File: config.mk
export PLATFORM = sky130hd
export DESIGN_NAME = qenc_position_top
export DESIGN_NICKNAME = d
export VERILOG_FILES = /design/src/rtl/qenc_pkg.sv /design/src/rtl/qenc_sync.sv /design/src/rtl/qenc_edge_decode.sv /design/src/rtl/qenc_pos_counter.sv /design/src/rtl/qenc_position_top.sv
export SDC_FILE = /design/constraint.sdc
export NUM_CORES = 1
export LEC_CHECK = 0
export BUFFER_PORTS_ARGS = -buffer_cell sky130_fd_sc_hd__buf_2
export CAP_MARGIN = 10
export CORE_MARGIN = 4
export CORE_UTILIZATION = 62
export CTS_BUF_LIST = sky130_fd_sc_hd__clkbuf_8
export DETAILED_ROUTE_END_ITERATION = 12
export GPL_ROUTABILITY_DRIVEN = 0
export PLACE_DENSITY = 0.85
export SLEW_MARGIN = 20
export SYNTH_ARGS = -nofsm -noshare
export SYNTH_HDL_FRONTEND = slang
export SYNTH_SLANG_ARGS = --single-unit
File: constraint.sdc
create_clock -name clk -period 4.6 [get_ports clk]
set_clock_uncertainty 0.1 [all_clocks]
set_input_delay 0.92 -clock clk [delete_from_list [all_inputs] [get_ports clk]]
set_output_delay 0.92 -clock clk [all_outputs]
set_load 0.03 [all_outputs]
File: src/rtl/qenc_pkg.sv
package qenc_pkg;

    // Bit 0 enables counting on B transitions, bit 1 on A transitions.
    typedef enum logic [1:0] {
        QM_OFF     = 2'b00,
        QM_EDGE_B  = 2'b01,
        QM_EDGE_A  = 2'b10,
        QM_EDGE_AB = 2'b11
    } qenc_mode_e;

    // Channel index within the synchronised level vector.
    localparam int CH_B = 0;
    localparam int CH_A = 1;

    typedef struct packed {
        logic fire;
        logic up;
    } qenc_evt_t;

    // A leading B: A rises while B is low, A falls while B is high.
    function automatic logic up_on_a_edge(input logic a_new, input logic b_lvl);
        return a_new != b_lvl;
    endfunction

    // A leading B: B rises while A is high, B falls while A is low.
    function automatic logic up_on_b_edge(input logic b_new, input logic a_lvl);
        return b_new == a_lvl;
    endfunction

    function automatic qenc_evt_t classify(input qenc_mode_e mode,
                                           input logic [1:0] cur,
                                           input logic [1:0] prv);
        qenc_evt_t  ev;
        logic [1:0] moved;
        moved   = cur ^ prv;
        ev.fire = 1'b0;
        ev.up   = 1'b0;
        unique case (moved)
            2'b10: begin
                ev.fire = mode[CH_A];
                ev.up   = up_on_a_edge(cur[CH_A], cur[CH_B]);
            end
            2'b01: begin
                ev.fire = mode[CH_B];
                ev.up   = up_on_b_edge(cur[CH_B], cur[CH_A]);
            end
            default: begin
                ev.fire = 1'b0;
                ev.up   = 1'b0;
            end
        endcase
        return ev;
    endfunction

endpackage

File: src/rtl/qenc_sync.sv
module qenc_sync #(
    parameter int WIDTH  = 2,
    parameter int STAGES = 2
) (
    input  logic             clk,
    input  logic             rst,
    input  logic [WIDTH-1:0] d_i,
    output logic [WIDTH-1:0] q_o
);
    localparam int LAST = STAGES - 1;

    logic [WIDTH-1:0] chain [STAGES];

    always_ff @(posedge clk) begin
        if (rst) chain[0] <= '0;
        else     chain[0] <= d_i;
    end

    generate
        for (genvar s = 1; s < STAGES; s++) begin : g_stage
            always_ff @(posedge clk) begin
                if (rst) chain[s] <= '0;
                else     chain[s] <= chain[s-1];
            end
        end
    endgenerate

    assign q_o = chain[LAST];
endmodule

File: src/rtl/qenc_edge_decode.sv
module qenc_edge_decode
    import qenc_pkg::*;
(
    input  logic       clk,
    input  logic       rst,
    input  logic [1:0] lvl_i,
    input  qenc_mode_e mode_i,
    output qenc_evt_t  evt_o,
    output logic       dir_up_o
);
    logic [1:0] prev_q;
    qenc_evt_t  evt_d;
    qenc_evt_t  evt_q;
    logic       dir_q;

    always_comb evt_d = classify(mode_i, lvl_i, prev_q);

    always_ff @(posedge clk) begin
        if (rst) begin
            prev_q <= '0;
            evt_q  <= '0;
            dir_q  <= 1'b1;
        end else begin
            prev_q <= lvl_i;
            evt_q  <= evt_d;
            if (evt_d.fire) dir_q <= evt_d.up;
        end
    end

    assign evt_o    = evt_q;
    assign dir_up_o = dir_q;
endmodule

File: src/rtl/qenc_pos_counter.sv
module qenc_pos_counter
    import qenc_pkg::*;
#(
    parameter int CNT_W = 16
) (
    input  logic             clk,
    input  logic             rst,
    input  qenc_evt_t        step_i,
    input  logic [CNT_W-1:0] wrap_val_i,
    output logic [CNT_W-1:0] position_o
);
    localparam logic [CNT_W-1:0] ONE = CNT_W'(1);

    logic [CNT_W-1:0] pos_q;
    logic [CNT_W-1:0] pos_d;

    always_comb begin
        pos_d = pos_q;
        if (step_i.fire) begin
            if (step_i.up) pos_d = (pos_q >= wrap_val_i) ? '0 : pos_q + ONE;
            else           pos_d = (pos_q == '0) ? wrap_val_i : pos_q - ONE;
        end
    end

    always_ff @(posedge clk) begin
        if (rst) pos_q <= '0;
        else     pos_q <= pos_d;
    end

    assign position_o = pos_q;
endmodule

File: src/rtl/qenc_position_top.sv
module qenc_position_top
    import qenc_pkg::*;
#(
    parameter int CNT_W       = 16,
    parameter int SYNC_STAGES = 2
) (
    input  logic             clk,
    input  logic             rst,
    input  logic             enc_a_i,
    input  logic             enc_b_i,
    input  logic [1:0]       mode_i,
    input  logic [CNT_W-1:0] wrap_val_i,
    output logic             count_strobe_o,
    output logic             dir_up_o,
    output logic [CNT_W-1:0] position_o
);
    logic [1:0] raw_lvl;
    logic [1:0] sync_lvl;
    qenc_evt_t  evt;

    always_comb begin
        raw_lvl       = '0;
        raw_lvl[CH_A] = enc_a_i;
        raw_lvl[CH_B] = enc_b_i;
    end

    qenc_sync #(.WIDTH(2), .STAGES(SYNC_STAGES)) u_sync (
        .clk (clk),
        .rst (rst),
        .d_i (raw_lvl),
        .q_o (sync_lvl)
    );

    qenc_edge_decode u_decode (
        .clk      (clk),
        .rst      (rst),
        .lvl_i    (sync_lvl),
        .mode_i   (qenc_mode_e'(mode_i)),
        .evt_o    (evt),
        .dir_up_o (dir_up_o)
    );

    qenc_pos_counter #(.CNT_W(CNT_W)) u_count (
        .clk        (clk),
        .rst        (rst),
        .step_i     (evt),
        .wrap_val_i (wrap_val_i),
        .position_o (position_o)
    );

    assign count_strobe_o = evt.fire;
endmodule

* Word-level counts from Yosys, hierarchy flattened
Memories as Yosys holds them, arrays and structs flattened.
Cells that the tools add are included.
** Storage, ports and cells
- Memory bits (writable) :: 4
- Bits in registers :: 21
- Output and inout bits :: 18
- Logic and storage cells :: 26
- Input bits :: 22
- Memories :: 1
** Memories
- u_sync.chain :: words 2, bits a word 2, rd ports 2, clocked after memory_dff 0, write ports 2, RTL line qenc_sync.sv:12 : logic [WIDTH-1:0] chain [STAGES];
** Operators by class
- Equal/unequal tests :: 4
- Multiplexer cells :: 9
- Bitwise logic cells :: 3
- Magnitude comparators :: 1
- Add/subtract/negate cells :: 2
- Reduce and logical (&&, ||, !) cells :: 1
** Operators by type and width (count)
- $mux 16 :: 3
- $add 16x1->16 const B :: 1
- $ge 16x16->1 :: 1
- $logic_not 16->1 :: 1
- $sub 16x1->16 const B :: 1
- $mux 2 :: 2
- $pmux 2 s2 :: 1
- $mux 1 :: 3
- $eq 2x1->1 const B :: 1
- $eq 2x2->1 const B :: 1
- $or 1x1->1 :: 2
- $xor 2x2->2 :: 1
- $eq 1x1->1 :: 1
- $ne 1x1->1 :: 1

* Depth between registers and ports, before layout
Gate-level depths: netlist of the first run.
- Depth in word-level cells :: 3
- Mapped depth :: 9
- Gate-level depth less buffers :: 8

* By module
A second synthesis of the first run with hierarchy kept.
** Second synthesis, totals
- Cell total of the unflattened synthesis :: 309
- Area total of the unflattened synthesis :: 2303.5 sq um
** By module, submodules not included
- qenc_pos_counter :: cells an instance 280, instances 1, seq. area each 320.3 sq um, area each 1984.4 sq um
- qenc_edge_decode :: cells an instance 21, instances 1, seq. area each 100.1 sq um, area each 214.0 sq um
- qenc_sync :: cells an instance 8, instances 1, seq. area each 80.1 sq um, area each 105.1 sq um

* Worst setup path after synthesis of the first run
No wires, ideal clock.
- Kind :: input to register
- From :: input port wrap_val_i[13]
- To :: register u_count.pos_q[11], in the netlist u_count.position_o[11]
- Setup time :: 0.125 ns
- Path slack :: 1.716 ns
- Stages on the path :: 9
- Path buffers :: 1
- Arrival time :: 2.660 ns
- Required time :: 4.375 ns
- Cells stage by stage :: inv_1 -> ha_1 -> nand4_1 -> or3_1 -> a2111oi_1 -> nor3_2 -> buf_2 -> a41oi_1 -> nand3_1
** On the way
- Longest elaborated chain between the ends :: 3
** Ends and longest elaborated chain
- start, declared :: RTL line qenc_position_top.sv:12 : input logic [CNT_W-1:0] wrap_val_i,
- $ge 16x16->1 :: RTL line qenc_pos_counter.sv:20 : if (step_i.up) pos_d = (pos_q >= wrap_val_i) ? '0 : pos_q + ONE;
- $mux 16 (2 in a row) :: RTL line qenc_pos_counter.sv:20
- end signal, assigned :: RTL line qenc_pos_counter.sv:27 : else pos_q <= pos_d;
- end, declared :: RTL line qenc_pos_counter.sv:14 : logic [CNT_W-1:0] pos_q;
No other way between the ends.
A chain may end at the register's enable or synchronous reset.

* Final worst setup path of the first run
- From :: input port wrap_val_i[15]
- To :: register u_count.pos_q[5], in the netlist u_count.position_o[5]
Same word-level chain as after synthesis.

==> results.py, run 1 <==
metrics = {
    "sta": {
        "hold_viol_final": 0,
        "setup_violations": 0,
        "setup_slack_ns": 1.36,
        "slew-limit-headroom_pct": 41.4,
        "fin_crit_sh_pct": 70.4,
        "rsz0062_at_grt": "false",
        "hold_ws_ns": 0.343,
        "tns_ns": 0,
        "finalMaxSlewViolations": 0,
        "final.min_clock_period_ns": 3.24,
        "fmax_mhz": 309,
        "worstMarginPinSlew_ns": 0.877,
    },
    "clock_network": {
        "clock_path_buffers": 2,
        "cts-root-buf": "clkbuf_8",
        "cts_tree": "done",
        "clk_latency_ns": 0.27,
        "cts_setup_buffers": 0,
        "path_clk_slew_ns": 0.09,
        "cts_inserted_buffers": 3,
        "post_cts_resize_count": 0,
        "clock-sinks": 25,
        "cts_hold_buf": 0,
        "h-tree-depth": 1,
    },
    "pwr": {
        "vdd_drop_max_mv": 0.125,
        "power_density_mw_per_mm2": 218,
        "p_sw_uw": 192,
        "seqPwrFrac_pct": 43.0,
        "combinationalPowerShare_pct": 32.7,
        "pwr-share-clk_pct": 24.3,
        "swShare_pct": 35.0,
        "p_leak_nw": 1.11,
        "power.internal_uw": 356,
    },
    "detailed_routing": {
        "num_vias": 2345,
        "viasPerCell": 6.32,
        "wl_per_cell_um": 16.2,
        "ant_nets": 0,
        "routed_wl_um": 6000,
        "drc": 0,
        "dr.first_iter.drc_count": 233,
        "dr.pass1.iters": 5,
    },
    "setup_path": {
        "endpoint_kind": "flop",
        "rr_worst_depth": 8,
        "path_cells": "buf_2 > inv_1 > ha_1 > nand4_1 > or3_1 > a2111oi_1 > nor3_4 > a41oi_1 > o21ai_0",
        "r2r_slack_ns": 1.56,
        "path_max_fanout": 24,
        "cp_slowest_stage_delay_ns": 0.58,
        "required_ns": 4.65,
        "arrival_ns": 3.28,
        "critPathSlowestCell": "a2111oi_1",
        "start_kind": "input port",
        "crit_type": "in -> reg",
    },
    "logic_synthesis": {
        "yosysTopAreaCell": "dfxtp_1",
        "syn_nets": 348,
        "synth.distinct_cells": 57,
        "synth_ff_type": "dfxtp_1",
        "synth_area_leaders": "dfxtp_1, ha_1, inv_1, xnor2_1, nor2_1",
        "syn_inst": 305,
        "yosysSeqAreaShare_pct": 21.6,
        "syn_area_mm2": 0.00231,
        "ys_async_sr_fraction_pct": 0,
        "synth_warnings": 0,
        "synth_edf_count": 0,
        "ys_ff_latch": 25,
        "postSynthAreaPerCell_um2": 7.59,
        "netlist.area_leader.share_pct": 21.6,
    },
    "finish": {
        "final_cell_mix": "buf_2, inv_1, dfxtp_1, nor2_1, ha_1",
        "area_growth_pct": 8.55,
        "nets": 369,
        "antennaDiodeCount": 0,
        "design_area_mm2": 0.00251,
        "drive_gt1_share_pct": 16.6,
        "final_common_cell": "buf_2",
    },
    "global_routing": {
        "grt_max_degree": 33,
        "grt-ovfl-total": 0,
        "grt_pass1_wl_um": 9960,
        "grt_use_total_pct": 24.4,
        "antenna_found_initial": 0,
        "grt_pass1_vias": 2135,
    },
    "placement": {
        "portBuffers": 39,
        "place_ws_ns": 1.13,
        "hpwl_um": 4300,
        "place_area_mm2": 0.00246,
    },
    "die": {
        "io_pins": 40,
        "coreArea_mm2": 0.00347,
        "start_util_pct": 66.7,
        "die_y_um": 69.1,
        "std_cell_rows": 21,
        "chipWidth_um": 69.1,
        "die-area_mm2": 0.00477,
    },
    "job": {
        "cap_violations": 0,
    },
    "hold_path": {
        "holdPathStages": 1,
        "hold_path.class": "reg -> reg",
    },
    "outcome": {
        "outcome": "completed",
    },
}
[flip-flops by register name, summed over array words and instances, names as in the netlist]
register / flops
u_count.position_o: 16
u_decode.prev_q: 2
u_sync.chain: 4
u_decode.evt_o: 2
u_decode.dir_up_o: 1
[routing by layer]
layer	track usage [%]	vias to the layer above	part of all wire (%)
li1	-	1152	-
met1	33.1	1086	44
met2	40.1	92	47
met3	4.36	15	7.4
met4	5.86	0	1.8
met5	0	-	0
[stage by stage]
stage / util (%) / power (mW) / std cells
3_3_place_gp: 70.9 / 0.412 / 367
6_report: 72.4 / 0.547 / 371
3_5_place_dp: 71.1 / 0.417 / 367
4_1_cts: 72.4 / 0.547 / 371
5_1_grt: 72.4 / 0.574 / 371
2_1_floorplan: - / 0.375 / 305
[cell families (layout without fill, tap and decap cells)]
family                   after synthesis  in the layout  synth area share (%)
AND/OR/NAND/NOR                      119            119                  29.6
AO/OA/AOI/OAI                         73             73                  21.9
buffers and inverters                 51             71                  9.19
flip-flops                            25             25                  21.6
adder cells (fa/ha/maj)               21             21                  11.4
XOR/XNOR                              13             13                  4.92
multiplexers                           3              3                  1.35
[worst max-delay path: cells and delay by family]
kind | cells | cell delay, ns
buf+inv | 2 | 0.13
compound gates | 3 | 0.97
fa+ha+maj | 1 | 0.29
simple gates | 3 | 0.97
[worst paths after layout]
kind / to / from
max: u_count.position_o[5] / wrap_val_i[15]
min: u_sync.chain[1][1] / u_sync.chain[0][1]
max reg2reg: u_count.position_o[12] / u_count.position_o[0]
min reg2reg: u_sync.chain[1][1] / u_sync.chain[0][1]
[power groups by stage]
| stage | clock (mW) | sequential [mW] | combinational, mW |
|---|---|---|---|
| final | 0.133 | 0.235 | 0.179 |
| after global routing | 0.139 | 0.236 | 0.199 |
| after CTS | 0.134 | 0.235 | 0.178 |
| after detailed placement | 0 | 0.240 | 0.177 |
| after global placement | 0 | 0.239 | 0.172 |
| after floorplan | 0 | 0.239 | 0.137 |
[cell usage after synthesis (all sizes together), types with 7 or more instances]
cell    instances
inv            28
dfxtp          25
nor2           25
o21ai          22
ha             21
nand2          17
clkbuf         15
a21oi          13
nand3          13
nor3           12
xnor2          11
and3            8
buf             8
nor2b           8
nand4           7
nor3b           7
o311ai          7
[layout make-up]
class                      instances  area [µm²]
clock inverter                     1        5.00
clock buffer                       3        41.3
sequential                        25         500
fill                             339         957
tap                               46        57.6
timing repair buffer              39         195
inverter                          28         105
multi-input combinational        229        1610
No activity file was read; power rests on OpenSTA's default activity.
==> run 2, diff against run 1 <==
Settings changed: CORE_UTILIZATION 62 to 59, PLACE_DENSITY 0.85 to 0.81.
Clock period 4.6 ns to 3.2 ns, I/O delays scaled along.
==> results.py, run 2 (same netlist as run 1, synthesis figures left out) <==
metrics = {
    "clock_network": {
        "cts_hold_buf": 0,
        "cts_inserted_buffers": 3,
        "clock_path_buffers": 2,
        "post_cts_resize_count": 0,
        "cts_setup_buffers": 0,
        "path_clk_slew_ns": 0.10,
        "h-tree-depth": 1,
        "cts_tree": "done",
        "cts-root-buf": "clkbuf_8",
        "clock-sinks": 25,
        "clk_latency_ns": 0.28,
    },
    "setup_path": {
        "startpoint": "u_count.position_o[13]",
        "arrival_ns": 2.68,
        "reg2reg_from": "u_count.position_o[13]",
        "timing.rr.end": "u_count.position_o[5]",
        "crit_end": "u_count.position_o[5]",
        "path_max_fanout": 15,
        "required_ns": 3.27,
        "start_kind": "flop",
        "endpoint_kind": "flop",
        "rr_worst_depth": 8,
        "crit_type": "reg -> reg",
        "r2r_slack_ns": 0.59,
    },
    "finish": {
        "fillCellCount": 312,
        "final_cell_mix": "buf_2, inv_1, dfxtp_1, nor2_1, ha_1",
        "final_util_pct": 68.9,
        "area_growth_pct": 10.7,
        "drive_gt1_share_pct": 18.4,
        "antennaDiodeCount": 0,
        "largest_register_ffs": 16,
        "fin_cells": 380,
        "final_common_cell": "buf_2",
        "design_area_mm2": 0.00256,
        "nets": 376,
    },
    "sta": {
        "worstMarginPinSlew_ns": 0.594,
        "rsz0062_at_grt": "false",
        "final.min_clock_period_ns": 2.61,
        "setup_violations": 0,
        "tns_ns": 0,
        "slew-limit-headroom_pct": 60.0,
        "fin_crit_sh_pct": 81.6,
        "hold_viol_final": 0,
        "fmax_mhz": 383,
        "finalMaxSlewViolations": 0,
    },
    "global_routing": {
        "grt_pass1_wl_um": 10000,
        "antenna_found_initial": 0,
        "grt-ovfl-total": 0,
        "use_met1_pct": 35.9,
        "grt_use_total_pct": 24.4,
        "use_met2_pct": 36.9,
        "grt_util_met3_pct": 4.26,
        "grt_max_degree": 33,
        "grt_busiest_layer": "met2",
        "grt_pass1_vias": 2053,
    },
    "detailed_routing": {
        "routed_wl_um": 6070,
        "num_vias": 2371,
        "dr.first_iter.drc_count": 269,
        "drc": 0,
        "viasPerCell": 6.24,
        "ant_nets": 0,
        "wl_per_cell_um": 16.0,
        "dr.pass1.iters": 5,
    },
    "die": {
        "die-area_mm2": 0.00499,
        "start_util_pct": 62.3,
        "die_y_um": 70.6,
        "coreArea_mm2": 0.00372,
        "io_pins": 40,
        "chipWidth_um": 70.6,
        "std_cell_rows": 22,
    },
    "placement": {
        "place_area_mm2": 0.00251,
        "portBuffers": 39,
        "placedCellCount": 376,
        "hpwl_um": 4270,
    },
    "hold_path": {
        "hold_path.class": "reg -> reg",
        "holdPathStages": 1,
    },
    "outcome": {
        "outcome": "completed",
    },
    "pwr": {
        "vdd_drop_max_mv": 0.225,
        "totalPowerFinal_uw": 803,
        "power_density_mw_per_mm2": 314,
        "p_leak_nw": 1.15,
    },
    "job": {
        "cap_violations": 0,
    },
}
run 2: metal layers:
layer  vias up  wire length, µm
met5         -                0
met4         0               72
met2       103             2720
li1       1162                -
met3        10              471
met1      1096             2800
run 2: through the flow:
step / hold WS, ns / setup slack, ns
global placement: 0.321 / 0.379
global route: 0.381 / 0.377
finish: 0.349 / 0.589
CTS: 0.353 / 0.605
floorplan: 0.314 / 0.596
detailed placement: 0.331 / 0.308
run 2: worst min path at each step:
stage	from	end	slack, ns
after floorplan	u_sync.chain[0][0]	u_sync.chain[1][0]	0.31
after global placement	u_sync.chain[0][1]	u_sync.chain[1][1]	0.32
after detailed placement	u_sync.chain[0][1]	u_sync.chain[1][1]	0.33
after CTS	u_sync.chain[0][1]	u_sync.chain[1][1]	0.35
after global routing	u_sync.chain[0][0]	u_sync.chain[1][0]	0.38
final	u_sync.chain[0][1]	u_sync.chain[1][1]	0.35
run 2: power breakdown:
part / switching [mW] / internal, mW / leakage, nW / total (mW)
registers: 0.0156 / 0.320 / 0.203 / 0.335
clock network: 0.115 / 0.0876 / 0.0255 / 0.202
logic: 0.158 / 0.107 / 0.919 / 0.266
total: 0.289 / 0.515 / 1.15 / 0.803
run 2: area by class of cell:
class | count | area, µm² | share of cell area (%)
Clock buffer | 3 | 41.3 | 1.61
Clock inverter | 1 | 5.00 | 0.196
Inverter | 28 | 105 | 4.11
Multi-Input combinational cell | 229 | 1600 | 62.5
Sequential cell | 25 | 500 | 19.6
Tap cell | 48 | 60.1 | 2.35
Timing Repair Buffer | 46 | 248 | 9.68
run 2: worst max-delay path: stages, from the launching register on:
cell and delay, ns:
dfxtp_1 0.44, ha_1 0.35, nand4_1 0.13, or3_1 0.44, a2111oi_1 0.42, nor3_2 0.10
buf_4 0.21, a41oi_1 0.22, o21ai_0 0.10
